$ cat src/rtl/audio_clk_pkg.sv
// Package: shared types for the audio serial clock generator.
// Assumes nothing beyond a two-bit sharing field.
package audio_clk_pkg;

    // Frame-clock sharing selection
    typedef enum logic [1:0] {
        SHARE_NONE       = 2'd0,
        SHARE_RX_FROM_TX = 2'd1,
        SHARE_TX_FROM_RX = 2'd2,
        SHARE_NONE_ALT   = 2'd3
    } share_e;

    localparam int unsigned PIN_BCLK = 0;
    localparam int unsigned PIN_TXF  = 1;
    localparam int unsigned PIN_RXF  = 2;
    localparam int unsigned NUM_PINS = 3;

endpackage

$ cat src/rtl/bclk_divider.sv
// Module: bclk_divider
// Divides the master clock into the bit clock in master mode.
// The ratio field is minus-one encoded. The active ratio is reloaded only
// when the counter wraps and the frame boundary input is high.
// The strobes are registered together with the clock, so each strobe is
// high in the first cycle of the new clock level.
// Assumes a ratio field of at least 1 (a ratio of 2 or more).
module bclk_divider #(
    parameter int unsigned DIV_W = 8
) (
    input  logic             clk,
    input  logic             rst_n,
    input  logic             run,
    input  logic [DIV_W-1:0] cfg_div,
    input  logic             reload,
    output logic             launch_next,
    output logic             bclk,
    output logic             launch_stb,
    output logic             sample_stb
);
    localparam int unsigned EXT_W = DIV_W + 1;

    logic [DIV_W-1:0] cnt_q, n_q, cnt_nxt;
    logic [EXT_W-1:0] half;
    logic             raw_q;

    // Combinational: next count value and the rise point for the current ratio
    always_comb begin
        half        = ({1'b0, n_q} + EXT_W'(1)) >> 1;
        launch_next = run && (cnt_q == n_q);
        cnt_nxt     = (cnt_q == n_q) ? '0 : cnt_q + DIV_W'(1);
    end

    // Counter, clock level, strobes and active ratio
    always_ff @(posedge clk) begin
        if (!rst_n || !run) begin
            cnt_q      <= '0;
            n_q        <= cfg_div;
            raw_q      <= 1'b0;
            launch_stb <= 1'b0;
            sample_stb <= 1'b0;
        end else begin
            cnt_q      <= cnt_nxt;
            raw_q      <= ({1'b0, cnt_nxt} >= half);
            launch_stb <= (cnt_q == n_q);
            sample_stb <= ({1'b0, cnt_nxt} == half) && (cnt_nxt != '0);
            if ((cnt_q == n_q) && reload) begin
                n_q <= cfg_div;
            end
        end
    end

    assign bclk = raw_q;

    // The launch strobe coincides with the low level
    p_launch_low_r4: assert property (@(posedge clk) disable iff (!rst_n)
        run && launch_stb |-> !bclk);
    // The sample strobe coincides with the high level
    p_sample_high_r4: assert property (@(posedge clk) disable iff (!rst_n)
        run && sample_stb |-> bclk);
    // The strobes never fire together for a valid ratio
    p_strobe_excl_r4: assert property (@(posedge clk) disable iff (!rst_n)
        run && (n_q != '0) |-> !(launch_stb && sample_stb));
    // The ratio changes only at a frame boundary
    p_div_hold_r7: assert property (@(posedge clk) disable iff (!rst_n)
        run && !(launch_next && reload) |=> $stable(n_q));
    // The clock level changes only together with a strobe
    p_edge_has_strobe_r1: assert property (@(posedge clk) disable iff (!rst_n)
        run && $past(run) && (bclk != $past(bclk)) |-> (launch_stb || sample_stb));

endmodule

$ cat src/rtl/frame_divider.sv
// Module: frame_divider
// Counts bit periods in master mode and drives one frame clock. The clock
// is low for the first half of the frame and high for the second half.
// The length field is minus-one encoded and is reloaded only at the wrap.
// Assumes step is high for one cycle per bit period, on the launch edge.
module frame_divider #(
    parameter int unsigned LEN_W = 8
) (
    input  logic             clk,
    input  logic             rst_n,
    input  logic             run,
    input  logic             step,
    input  logic [LEN_W-1:0] cfg_len,
    output logic             at_last,
    output logic             fclk
);
    localparam int unsigned EXT_W = LEN_W + 1;

    logic [LEN_W-1:0] bit_q, len_q, bit_nxt;
    logic [EXT_W-1:0] half_cur, half_new;

    // Combinational: half points for the active and the incoming length
    always_comb begin
        half_cur = ({1'b0, len_q}   + EXT_W'(1)) >> 1;
        half_new = ({1'b0, cfg_len} + EXT_W'(1)) >> 1;
        at_last  = (bit_q == len_q);
        bit_nxt  = bit_q + LEN_W'(1);
    end

    // Bit counter, frame clock and active length
    always_ff @(posedge clk) begin
        if (!rst_n || !run) begin
            bit_q <= '0;
            len_q <= cfg_len;
            fclk  <= 1'b0;
        end else if (step) begin
            if (at_last) begin
                bit_q <= '0;
                len_q <= cfg_len;
                fclk  <= (half_new == '0);
            end else begin
                bit_q <= bit_nxt;
                fclk  <= ({1'b0, bit_nxt} >= half_cur);
            end
        end
    end

    // The frame clock moves only on a launch step
    p_fclk_on_step_r2: assert property (@(posedge clk) disable iff (!rst_n)
        run && !step |=> $stable(fclk));
    // The length is held until the frame wraps
    p_len_hold_r7: assert property (@(posedge clk) disable iff (!rst_n)
        run && !(step && at_last) |=> $stable(len_q));

endmodule

$ cat src/rtl/slave_capture.sv
// Module: slave_capture
// Synchronises the externally supplied bit and frame clocks and derives the
// launch and sample strobes from the synchronised bit clock.
// Assumes the pins hold each level for at least two master cycles.
// The latency from pin to output is SYNC_STAGES+1 cycles.
module slave_capture
    import audio_clk_pkg::*;
#(
    parameter int unsigned SYNC_STAGES = 2
) (
    input  logic                clk,
    input  logic                rst_n,
    input  logic [NUM_PINS-1:0] pin_i,
    input  logic                inv,
    output logic                bclk_int,
    output logic                txf,
    output logic                rxf,
    output logic                launch_stb,
    output logic                sample_stb
);
    logic [NUM_PINS-1:0] synced;
    logic                next_int;

    for (genvar g = 0; g < NUM_PINS; g++) begin : g_sync
        logic [SYNC_STAGES-1:0] chain_q;
        // Synchroniser chain for one pin
        always_ff @(posedge clk) begin
            if (!rst_n) chain_q <= '0;
            else        chain_q <= {chain_q[SYNC_STAGES-2:0], pin_i[g]};
        end
        assign synced[g] = chain_q[SYNC_STAGES-1];
    end

    assign next_int = synced[PIN_BCLK] ^ inv;

    // Aligned output stage with edge strobes
    always_ff @(posedge clk) begin
        if (!rst_n) begin
            bclk_int   <= 1'b0;
            txf        <= 1'b0;
            rxf        <= 1'b0;
            launch_stb <= 1'b0;
            sample_stb <= 1'b0;
        end else begin
            bclk_int   <= next_int;
            txf        <= synced[PIN_TXF];
            rxf        <= synced[PIN_RXF];
            launch_stb <= bclk_int & ~next_int;
            sample_stb <= ~bclk_int & next_int;
        end
    end

    // A launch strobe follows a high-to-low move of the internal clock
    p_slave_launch_r10: assert property (@(posedge clk) disable iff (!rst_n)
        launch_stb |-> !bclk_int && $past(bclk_int));
    // The strobes are mutually exclusive
    p_slave_excl_r10: assert property (@(posedge clk) disable iff (!rst_n)
        $onehot0({launch_stb, sample_stb}));

endmodule

$ cat src/rtl/audio_sclk_gen.sv
// Module: audio_sclk_gen (top)
// Audio serial clock generator. In master mode it drives the bit clock and
// the frame clocks. In slave mode it passes synchronised pin clocks through.
// Assumes the mode and polarity inputs change only while reset is held.
module audio_sclk_gen
    import audio_clk_pkg::*;
#(
    parameter int unsigned DIV_W       = 8,
    parameter int unsigned LEN_W       = 8,
    parameter int unsigned SYNC_STAGES = 2
) (
    input  logic             clk,
    input  logic             rst_n,
    input  logic             cfg_slave,
    input  logic             cfg_bclk_inv,
    input  logic [1:0]       cfg_share,
    input  logic [DIV_W-1:0] cfg_bclk_div,
    input  logic [LEN_W-1:0] cfg_tx_frame,
    input  logic [LEN_W-1:0] cfg_rx_frame,
    input  logic             bclk_in,
    input  logic             tx_fclk_in,
    input  logic             rx_fclk_in,
    output logic             bclk_out,
    output logic             tx_fclk_out,
    output logic             rx_fclk_out,
    output logic             launch_stb,
    output logic             sample_stb
);
    logic   run;
    logic   m_launch_next, m_bclk, m_launch, m_sample;
    logic   tx_last, rx_last, m_txf, m_rxf;
    logic   s_bclk, s_txf, s_rxf, s_launch, s_sample;
    logic   txf_src, rxf_src;
    share_e share;

    assign run   = !cfg_slave;
    assign share = share_e'(cfg_share);

    bclk_divider #(.DIV_W(DIV_W)) u_bclk (
        .clk         (clk),
        .rst_n       (rst_n),
        .run         (run),
        .cfg_div     (cfg_bclk_div),
        .reload      (tx_last),
        .launch_next (m_launch_next),
        .bclk        (m_bclk),
        .launch_stb  (m_launch),
        .sample_stb  (m_sample)
    );

    frame_divider #(.LEN_W(LEN_W)) u_txf (
        .clk     (clk),
        .rst_n   (rst_n),
        .run     (run),
        .step    (m_launch_next),
        .cfg_len (cfg_tx_frame),
        .at_last (tx_last),
        .fclk    (m_txf)
    );

    frame_divider #(.LEN_W(LEN_W)) u_rxf (
        .clk     (clk),
        .rst_n   (rst_n),
        .run     (run),
        .step    (m_launch_next),
        .cfg_len (cfg_rx_frame),
        .at_last (rx_last),
        .fclk    (m_rxf)
    );

    slave_capture #(.SYNC_STAGES(SYNC_STAGES)) u_slv (
        .clk        (clk),
        .rst_n      (rst_n),
        .pin_i      ({rx_fclk_in, tx_fclk_in, bclk_in}),
        .inv        (cfg_bclk_inv),
        .bclk_int   (s_bclk),
        .txf        (s_txf),
        .rxf        (s_rxf),
        .launch_stb (s_launch),
        .sample_stb (s_sample)
    );

    // Output selection: mode, polarity and frame sharing
    always_comb begin
        txf_src    = cfg_slave ? s_txf : m_txf;
        rxf_src    = cfg_slave ? s_rxf : m_rxf;
        bclk_out   = (cfg_slave ? s_bclk : m_bclk) ^ cfg_bclk_inv;
        launch_stb = cfg_slave ? s_launch : m_launch;
        sample_stb = cfg_slave ? s_sample : m_sample;
        case (share)
            SHARE_RX_FROM_TX: begin tx_fclk_out = txf_src; rx_fclk_out = txf_src; end
            SHARE_TX_FROM_RX: begin tx_fclk_out = rxf_src; rx_fclk_out = rxf_src; end
            default:          begin tx_fclk_out = txf_src; rx_fclk_out = rxf_src; end
        endcase
    end

    // In master mode a receive frame wrap always coincides with a launch step
    p_rx_wrap_on_launch_r3: assert property (@(posedge clk) disable iff (!rst_n)
        run && rx_last && !m_launch_next |=> $stable(m_rxf));

endmodule

$ cat config.mk
export PLATFORM = sky130hd
export DESIGN_NAME = audio_sclk_gen
export DESIGN_NICKNAME = d
export VERILOG_FILES = /design/src/rtl/audio_clk_pkg.sv /design/src/rtl/bclk_divider.sv /design/src/rtl/frame_divider.sv /design/src/rtl/slave_capture.sv /design/src/rtl/audio_sclk_gen.sv
export SDC_FILE = /design/constraint.sdc
export NUM_CORES = 1
export LEC_CHECK = 0
export ABC_CLOCK_PERIOD_IN_PS = 3900
export BUFFER_PORTS_ARGS = -buffer_cell sky130_fd_sc_hd__buf_4
export CAP_MARGIN = 20
export CORE_MARGIN = 10
export CORE_UTILIZATION = 55
export DETAILED_ROUTE_END_ITERATION = 8
export PLACE_DENSITY = 0.73
export SYNTH_ARGS = -nofsm -noshare
export SYNTH_HDL_FRONTEND = slang
export SYNTH_HIERARCHICAL = 1
export SYNTH_SLANG_ARGS = --single-unit
$ cat constraint.sdc
create_clock -name clk -period 3.9 [get_ports clk]
set_input_delay 0.78 -clock clk [delete_from_list [all_inputs] [get_ports clk]]
set_output_delay 0.78 -clock clk [all_outputs]
set_load 0.02 [all_outputs]
==> impl_metrics.py, run 1 <==
metrics = {
    "status": {
        "status": "finished clean",
    },
    "global_routing": {
        "grt_first_pass_wirelength_um": 13760,
        "track_usage": 0.1483,
        "overflow": 0,
        "grt_pass1_vias": 3027,
        "antenna_found_initial": 0,
        "grt_max_degree": 19,
    },
    "synth": {
        "synth_edf_count": 24,
        "synth_commonest_cells": "40 x dfxtp_1, 36 x xnor2_1, 35 x nand2_1",
        "ys_seq_area_frac": 0.3773,
        "ys_warn_count": 6,
        "yosys.area.top_type_share": 0.1986,
        "synthesis.nets": 484,
        "yosys.area.top_type": "dfxtp_1",
        "synthTopCellsByArea": "dfxtp_1 20%, edfxtp_1 18%, ha_1 9.9%, xnor2_1 7.8%, xor2_1 6.3%",
        "avgSynthCellArea_sq_um": 9.624,
        "ys_types": 55,
        "synth.most_common_cell": "dfxtp_1",
        "syn_inst": 419,
        "syn_area_sq_um": 4033,
        "async_reset_ff_frac": 0,
        "ys_ff_latch": 64,
        "synth_ff_type": "dfxtp_1",
    },
    "timing": {
        "hold_viol_final": 0,
        "max-slew-margin-rel": 0.5399,
        "skew_ns": 0.01178,
        "post-route-min-period_ns": 2.952,
        "setup-tns-final_ns": 0,
        "rsz0062_at_grt": "no",
        "final_max_slew_viol_count": 0,
        "setup_viol": 0,
        "worst_pin_slew_ns": 0.6727,
        "fmax_ghz": 0.3388,
        "period_share": 0.7568,
    },
    "clock_network": {
        "clk_latency_ns": 0.34,
        "clk_pin_slew_ns": 0.07,
        "htree_levels": 3,
        "cts_setup_buffers": 0,
        "clock-root-buffer": "clkbuf_8",
        "cts_resized": 0,
        "cts_sinks": 64,
        "cts_tree": "done",
        "postCtsHoldBufs": 0,
        "clk_path_buf_depth": 2,
        "cts_buffers": 9,
    },
    "layout": {
        "nets": 509,
        "syn_to_final_growth_pct": 10.67,
        "multi_input_area_sq_um": 2286,
        "instances_no_fill": 548,
        "regArea_sq_um": 1521,
        "antennaDiodeCount": 0,
        "drive_gt1_frac": 0.1559,
        "final_util": 0.6220,
        "fillers": 596,
    },
    "critical_path": {
        "r2r-end": "u_txf/len_q[3]",
        "r2r_slack_ns": 0.95,
        "path_max_fanout": 18,
        "worstPathCellList": "xnor2_1, nand4_1, nor2_2, and2_1, inv_1, o21ai_0, buf_4",
        "reg2reg_from": "u_bclk/cnt_q[4]",
        "crit_slowest_cell": "dfxtp_1",
        "required_ns": 3.96,
        "critPathKind": "flop to flop",
        "crit_arrival_ns": 3.01,
        "reg2reg_depth": 7,
        "cp-start-kind": "flop",
        "cp-end-kind": "flop",
        "cpPeakStageDelay_ns": 0.54,
    },
    "placement": {
        "dp_hpwl_um": 6152,
        "dp_cells": 532,
        "port_buffers": 37,
        "gp_congestion": 0.8541,
    },
    "min_path": {
        "hold_class": "flop to flop",
        "min_path_cells": 1,
        "min_to": "u_slv/rxf",
        "min_from": "u_slv/g_sync[2].chain_q[1]",
    },
    "floorplanning": {
        "initial_utilization": 0.5620,
        "die_width_um": 105.6,
        "core_sq_um": 7176,
        "num_rows": 31,
        "die_area_sq_um": 11160,
        "io_pins": 38,
        "die_h_um": 105.6,
    },
    "drt": {
        "dr.pass1.iters": 4,
        "viasPerCell": 5.511,
        "avgRoutedWirePerCell_um": 14.68,
        "vias": 3020,
        "drc_errors": 0,
        "ant_nets": 0,
        "finalWirelength_um": 8047,
        "drt_iter0_drc": 217,
    },
    "run": {
        "cap_violations": 0,
    },
    "pwr": {
        "p_leak_nw": 1.787,
        "power.density_nw_per_um2": 340.5,
        "vdd_drop_max_mv": 0.2777,
    },
}
layer usage:
layer | vias up | wire length [um] | global-route usage
li1 | 1541 | - | -
met1 | 1418 | 3548 | 0.1709
met2 | 50 | 4081 | 0.2578
met3 | 11 | 306 | 0.04324
met4 | 0 | 111 | 0.04932
met5 | - | 0 | 0
worst max-delay path by stage:
stage / startpoint / end / slack, ns / depth (start not counted)
2_1_floorplan: u_bclk/n_q[2] / u_rxf/len_q[0] / 1.19 / 8
3_3_place_gp: u_bclk/cnt_q[4] / u_txf/len_q[5] / 1.03 / 7
3_5_place_dp: u_bclk/cnt_q[4] / u_txf/len_q[5] / 0.94 / 7
4_1_cts: u_bclk/cnt_q[4] / u_txf/len_q[5] / 0.93 / 7
5_1_grt: u_bclk/cnt_q[4] / u_rxf/len_q[1] / 0.61 / 7
6_report: u_bclk/cnt_q[4] / u_txf/len_q[3] / 0.95 / 7
placed cells by master, fill, tap and decap left out, types with 2 or more instances in the layout:
cell / instances
nand2_1: 35
a21oi_1: 9
mux2_2: 2
nand2b_1: 4
nand4_1: 9
nor2b_1: 5
and2_1: 12
inv_1: 7
nor3_1: 11
a2111oi_2: 2
a2111oi_0: 4
a21o_1: 4
nor3b_1: 4
buf_4: 39
nor4b_1: 2
or2_1: 3
xnor2_1: 36
nor4_1: 10
clkinv_2: 2
ha_1: 32
inv_4: 2
dfxtp_1: 40
o21ai_0: 22
xor2_1: 29
nand3_2: 2
or2_2: 3
o41ai_1: 2
nand3_1: 21
edfxtp_1: 24
nor2_1: 20
and3_1: 13
a31oi_1: 3
mux2i_1: 5
clkbuf_8: 9
worst max-delay path, delay by kind of cell, from the launching register on:
family	cells	cell delay, ns
XOR/XNOR	1	0.16
AND/OR/NAND/NOR	3	1.18
AO/OA/AOI/OAI	1	0.25
buffers and inverters	2	0.53
flip-flops	1	0.54
state kept, by name, indices dropped and copies added (netlist names):
name	count
u_slv/launch_stb	1
u_txf/bit_q	8
u_rxf/bit_q	8
u_rxf/fclk	1
u_slv/g_sync.chain_q	6
u_txf/fclk	1
u_slv/txf	1
u_bclk/n_q	8
u_bclk/launch_stb	1
u_slv/bclk_int	1
u_slv/sample_stb	1
u_txf/len_q	8
u_bclk/cnt_q	8
u_slv/rxf	1
u_bclk/bclk	1
u_rxf/len_q	8
u_bclk/sample_stb	1
cell families (layout without fill, tap and decap cells):
kind of cell	Yosys count	in the layout	synth area share
simple gates	163	163	0.2178
compound gates	55	55	0.09060
flops	64	64	0.3773
buf+inv	33	63	0.05585
xor+xnor	65	65	0.1412
mux	7	7	0.01800
fa+ha+maj	32	32	0.09929
cell type report:
class,instances,area share
clock buffer,11,0.03420
clock inverter,5,0.01205
inverter,8,0.007289
multi-input combinational,322,0.5122
sequential,64,0.3409
tap,99,0.02775
timing repair buffer,39,0.06560
metrics by stage:
step	cell area (sq um)	power (mW)	hold WS [ns]	worst slack [ns]
after floorplan	4033	0.8860	0.4119	1.188
after global placement	4257	0.9413	0.4140	1.034
after detailed placement	4257	0.9473	0.4183	0.9390
after CTS	4463	1.536	0.4371	0.9277
after global routing	4463	1.591	0.4454	0.6141
final	4463	1.520	0.4344	0.9483
power breakdown:
group          leakage (nW)  internal (mW)  switching, mW  total (mW)
registers             0.569          0.726         0.0336       0.760
clock network         0.105          0.332          0.255       0.587
logic                  1.11         0.0907         0.0818       0.173
(Power assumes the default switching activity.)
==> run 2: changes to the inputs <==
--- a/config.mk
+++ b/config.mk
@@ -5,13 +5,13 @@
 export SDC_FILE = /design/constraint.sdc
 export NUM_CORES = 1
 export LEC_CHECK = 0
-export ABC_CLOCK_PERIOD_IN_PS = 3900
+export ABC_CLOCK_PERIOD_IN_PS = 2390
 export BUFFER_PORTS_ARGS = -buffer_cell sky130_fd_sc_hd__buf_4
 export CAP_MARGIN = 20
 export CORE_MARGIN = 10
-export CORE_UTILIZATION = 55
+export CORE_UTILIZATION = 54
 export DETAILED_ROUTE_END_ITERATION = 8
-export PLACE_DENSITY = 0.73
+export PLACE_DENSITY = 0.75
 export SYNTH_ARGS = -nofsm -noshare
 export SYNTH_HDL_FRONTEND = slang
 export SYNTH_HIERARCHICAL = 1
==> constraint.sdc (replaced) <==
create_clock -name clk -period 2.39 [get_ports clk]
set_input_delay 0.478 -clock clk [delete_from_list [all_inputs] [get_ports clk]]
set_output_delay 0.478 -clock clk [all_outputs]
set_load 0.02 [all_outputs]
==> run 2 against run 1 <==
  * Critical path depth grew 2
  * Hold slack worse by 0.12 ns
  * Sequential share of layout area decreased by 2.1 points
  * Clock skew fell by 0.0017 ns
  * Cell count is 6.8% higher
  * Register-to-register slack lost 0.85 ns
  * Cell area up 6.7%
  * Maximum frequency increased by 29%
  * Sequential power up 62%
==> impl_metrics.py, run 2 (synthesis results as in run 1) <==
metrics = {
    "drt": {
        "dr.pass1.iters": 4,
        "avgRoutedWirePerCell_um": 15.19,
        "drt_iter0_drc": 178,
        "drc_errors": 0,
        "ant_nets": 0,
        "viasPerCell": 5.492,
        "finalWirelength_um": 8888,
        "vias": 3213,
    },
    "clock_network": {
        "cts_buffers": 9,
        "cts_sinks": 64,
        "clk_latency_ns": 0.34,
        "clock-root-buffer": "clkbuf_8",
        "clk_path_buf_depth": 2,
        "cts_tree": "done",
        "postCtsHoldBufs": 0,
        "clk_pin_slew_ns": 0.08,
        "htree_levels": 3,
    },
    "timing": {
        "whs_ns": 0.3116,
        "skew_ns": 0.01007,
        "max-slew-margin-rel": 0.6777,
        "post-route-min-period_ns": 2.289,
        "setup_viol": 0,
        "setup-tns-final_ns": 0,
        "final_max_slew_viol_count": 0,
        "hold_viol_final": 0,
        "period_share": 0.9578,
        "worst_pin_slew_ns": 0.4823,
        "fmax_ghz": 0.4368,
    },
    "run": {
        "cap_violations": 0,
    },
    "placement": {
        "gp_congestion": 0.8778,
        "dpl-instance-area_sq_um": 4471,
        "port_buffers": 37,
        "dp_hpwl_um": 6677,
    },
    "pwr": {
        "switching_share": 0.2715,
        "vdd_drop_max_mv": 0.4767,
        "intPower_mw": 1.742,
        "p_leak_nw": 1.953,
        "clockPowerShare": 0.339,
        "power_mw": 2.392,
        "power.switching_mw": 0.6494,
        "pwr-share-comb": 0.146,
        "power_frac_seq": 0.514,
        "power.density_nw_per_um2": 502.2,
    },
    "layout": {
        "final_cell_mix": "75 x buf_4, 37 x dfxtp_1, 36 x xnor2_1",
        "regArea_sq_um": 1525,
        "antennaDiodeCount": 0,
        "drive_gt1_frac": 0.2469,
        "fillers": 579,
        "nets": 546,
        "design_area_sq_um": 4762,
        "mostFrequentLayoutCell": "buf_4",
        "multi_input_area_sq_um": 2337,
        "syn_to_final_growth_pct": 18.09,
    },
    "min_path": {
        "min_to": "u_bclk/n_q[5]",
        "hold_class": "primary input to flop",
        "min_from": "cfg_bclk_div[5]",
        "min_path_cells": 1,
    },
    "floorplanning": {
        "core_sq_um": 7253,
        "die_width_um": 106.4,
        "num_rows": 31,
        "initial_utilization": 0.5560,
        "die_area_sq_um": 11320,
        "io_pins": 38,
        "die_h_um": 106.4,
    },
    "critical_path": {
        "startpoint": "u_txf/bit_q[0]",
        "required_ns": 2.61,
        "cp-end-kind": "flop",
        "reg2reg_from": "u_txf/bit_q[0]",
        "reg2reg_depth": 9,
        "crit_arrival_ns": 2.51,
        "r2r-end": "u_txf/fclk",
        "critPathKind": "flop to flop",
        "r2r_slack_ns": 0.10,
        "cp-start-kind": "flop",
        "path_max_fanout": 6,
    },
    "global_routing": {
        "grt_first_pass_wirelength_um": 14400,
        "antenna_found_initial": 0,
        "overflow": 0,
        "grt_pass1_vias": 3148,
        "track_usage": 0.1535,
        "grt_max_degree": 18,
    },
    "status": {
        "status": "finished clean",
    },
}
-- run 2: metrics by stage --
stage	std cells	setup WS (ns)	utilization
floorplan	419	0.02966	-
global placement	560	0.06049	0.6164
detailed placement	560	-0.05605	0.6164
CTS	576	0.02200	0.6405
global route	585	-0.04841	0.6565
finish	585	0.1007	0.6565
-- run 2: layout make-up --
| cell class | count | area share |
|---|---|---|
| clock inverter | 7 | 0.009984 |
| inverter | 8 | 0.007620 |
| timing repair buffer | 76 | 0.1193 |
| multi-input combinational | 322 | 0.4908 |
| tap | 99 | 0.02601 |
| sequential | 64 | 0.3203 |
| clock buffer | 9 | 0.02601 |
-- run 2: timing repair --
action	in CTS	in global routing
setup endpoints to repair	2	30
pin swaps	0	4
buffers inserted	0	9
cloned	0	0
resized for setup	3	13
-- run 2: power by group through the flow --
stage	sequential [mW]	clock, mW	combinational [mW]
after floorplan	1.25	0	0.198
after global placement	1.25	0	0.317
after detailed placement	1.25	0	0.324
after CTS	1.23	0.829	0.327
after global routing	1.24	0.889	0.392
final	1.23	0.812	0.350
-- run 2: worst max-delay path by stage --
stage / end / slack [ns]
floorplan: u_txf/len_q[0] / 0.03
CTS: u_txf/fclk / 0.02
global placement: u_txf/fclk / 0.06
detailed placement: u_txf/fclk / -0.06
finish: u_txf/fclk / 0.10
global route: u_txf/fclk / -0.05
-- run 2: layer usage --
metal  GRT usage  part of all wire  vias to the layer above
met4     0.04545             0.011                        0
met1      0.1751              0.43                     1510
met2      0.2730              0.51                       69
met3     0.04227             0.044                       12
li1            -                 -                     1622
met5           0                 0                        -
-- run 2: worst max-delay path, stage by stage (launching register included) --
cell	delay, ns
dfxtp_2	0.41
nand3_2	0.12
or2_1	0.31
nor2_1	0.17
xor2_1	0.27
ha_1	0.31
nand2_1	0.11
nor2_1	0.07
a2111oi_2	0.31
o41ai_1	0.10
==> run 3: changes to the inputs <==
==> constraint.sdc (replaced) <==
create_clock -name clk -period 2.39 [get_ports clk]
set_input_delay 0 -clock clk [delete_from_list [all_inputs] [get_ports clk]]
set_output_delay 0 -clock clk [all_outputs]
set_load 0.02 [all_outputs]
==> run 3 against run 2 <==
  * Largest power group unchanged
  * Via count up 4.2%
  * Clock power up 45%
  * Die area unchanged
  * Sequential power about the same
  * Critical endpoint unchanged
==> impl_metrics.py, run 3 (synthesis results as in run 1) <==
metrics = {
    "layout": {
        "regArea_sq_um": 1530,
        "mostFrequentLayoutCell": "buf_4",
        "antennaDiodeCount": 0,
        "drive_gt1_frac": 0.2392,
        "multi_input_area_sq_um": 2349,
        "instances_no_fill": 609,
        "final_cell_mix": "70 x buf_4, 36 x xnor2_1, 35 x nand2_1",
        "syn_to_final_growth_pct": 27.09,
        "nets": 570,
        "design_area_sq_um": 5125,
        "fillers": 533,
        "final_util": 0.7066,
    },
    "placement": {
        "dp_hpwl_um": 6753,
        "dp_cells": 558,
        "dp_slack_ns": -0.1355,
        "gp_congestion": 0.8770,
        "dpl-instance-area_sq_um": 4456,
        "port_buffers": 37,
    },
    "drt": {
        "avgRoutedWirePerCell_um": 15.60,
        "viasPerCell": 5.498,
        "drc_errors": 0,
        "finalWirelength_um": 9503,
        "vias": 3348,
        "dr.pass1.iters": 4,
        "ant_nets": 0,
        "drt_iter0_drc": 145,
    },
    "critical_path": {
        "worstPathCellList": "nand3_2, or2_1, nor2_1, xor2_1, ha_1, nand2_1, nor2_1, a2111oi_2, o41ai_1",
        "crit_path_frequent_cell": "nor2_1",
        "r2r_slack_ns": 0.08,
        "required_ns": 2.61,
        "r2r-end": "u_txf/fclk",
        "crit_slowest_cell": "dfxtp_2",
        "crit_arrival_ns": 2.54,
        "cp-start-kind": "flop",
        "path_max_fanout": 6,
        "reg2reg_from": "u_txf/bit_q[0]",
        "cp-endpoint": "u_txf/fclk",
        "cpPeakStageDelay_ns": 0.41,
        "reg2reg_depth": 9,
        "cp-end-kind": "flop",
        "critPathKind": "flop to flop",
        "startpoint": "u_txf/bit_q[0]",
    },
    "timing": {
        "whs_ns": 0.01504,
        "max-slew-margin-rel": 0.6493,
        "fmax_ghz": 0.4321,
        "rsz0062_at_grt": "yes",
        "post-route-min-period_ns": 2.314,
        "skew_ns": 0.009236,
        "setup-tns-final_ns": 0,
        "final_max_slew_viol_count": 0,
        "finalWorstSetupSlack_ns": 0.07571,
        "hold_viol_final": 0,
        "setup_viol": 0,
        "worst_pin_slew_ns": 0.5248,
        "period_share": 0.9683,
    },
    "floorplanning": {
        "die_width_um": 106.4,
        "initial_utilization": 0.5560,
        "core_sq_um": 7253,
        "io_pins": 38,
        "num_rows": 31,
        "die_area_sq_um": 11320,
        "die_h_um": 106.4,
    },
    "clock_network": {
        "clock-root-buffer": "clkbuf_8",
        "clk_path_buf_depth": 2,
        "cts_buffers": 9,
        "clk_latency_ns": 0.35,
        "htree_levels": 3,
        "cts_tree": "done",
        "clk_pin_slew_ns": 0.07,
        "cts_sinks": 64,
    },
    "global_routing": {
        "grt_max_degree": 18,
        "grt_first_pass_wirelength_um": 16120,
        "met3_usage": 0.03684,
        "antenna_found_initial": 0,
        "overflow": 0,
        "met2_usage": 0.3012,
        "grt_pass1_vias": 3452,
        "track_usage": 0.1723,
        "grt.met1_usage": 0.1997,
        "grt.busiest_layer": "met2",
    },
    "min_path": {
        "min_from": "rst_n",
        "hold_class": "primary input to flop",
    },
    "pwr": {
        "vdd_drop_max_mv": 0.3909,
        "p_leak_nw": 2.100,
        "power_mw": 2.802,
        "power.density_nw_per_um2": 546.8,
    },
    "status": {
        "status": "finished clean",
    },
    "run": {
        "cap_violations": 0,
    },
}
==> run 3: cell count changes in the layout (fill, tap and decap cells not counted), sizes merged <==
| cell | previous run | this run |
|---|---|---|
| clkinvlp | 3 | 2 |
| bufinv | 0 | 3 |
| clkbuf | 9 | 11 |
| buf | 76 | 71 |
| clkinv | 4 | 1 |
| dlygate4sd3 | 0 | 28 |
==> run 3: worst max-delay path, delay by kind of cell (launching register included) <==
kind,cells,cell delay (ns)
adder cells (fa/ha/maj),1,0.30
AO/OA/AOI/OAI,2,0.45
XOR/XNOR,1,0.24
flip-flops,1,0.41
AND/OR/NAND/NOR,5,0.79
==> run 3: layout make-up <==
class	count	share of cell area
repair buffers	100	0.1626
flip-flops and latches	64	0.2986
inverters	8	0.007080
well taps	99	0.02417
multi-input cells	322	0.4583
clock inverters	6	0.02246
clock buffers	10	0.02686
==> run 3: how the worst min path moves through the flow <==
stage / depth (start not counted) / slack, ns / end
after floorplan: 0 / 0.1 / u_bclk/n_q[0]
after global placement: 1 / 0.18 / u_bclk/n_q[2]
after detailed placement: 1 / 0.18 / u_bclk/n_q[5]
after CTS: 2 / 0.002 / u_slv/bclk_int
after global routing: 2 / 0.01 / u_slv/bclk_int
final: 2 / 0.02 / u_slv/bclk_int
==> run 3: where the power goes <==
part	total, mW	internal [mW]	switching (mW)
clock	1.18	0.727	0.453
sequential	1.23	1.18	0.0456
combinational	0.392	0.211	0.182
total	2.80	2.12	0.680
==> run 3: what timing repair did <==
action                                 in CTS  in global routing
endpoints found under the hold margin      28                  0
setup buffers                               0                  7
resized for setup                           4                 19
hold buffers                               28                  0
setup endpoints to repair                   2                 21
pin swaps                                   1                  1
==> run 3: layer usage <==
| metal | part of all wire | up-vias | wire [um] |
|---|---|---|---|
| li1 | - | 1668 | - |
| met1 | 0.42 | 1590 | 4034 |
| met2 | 0.51 | 77 | 4886 |
| met3 | 0.047 | 13 | 443 |
| met4 | 0.015 | 0 | 138 |
| met5 | 0 | - | 0 |
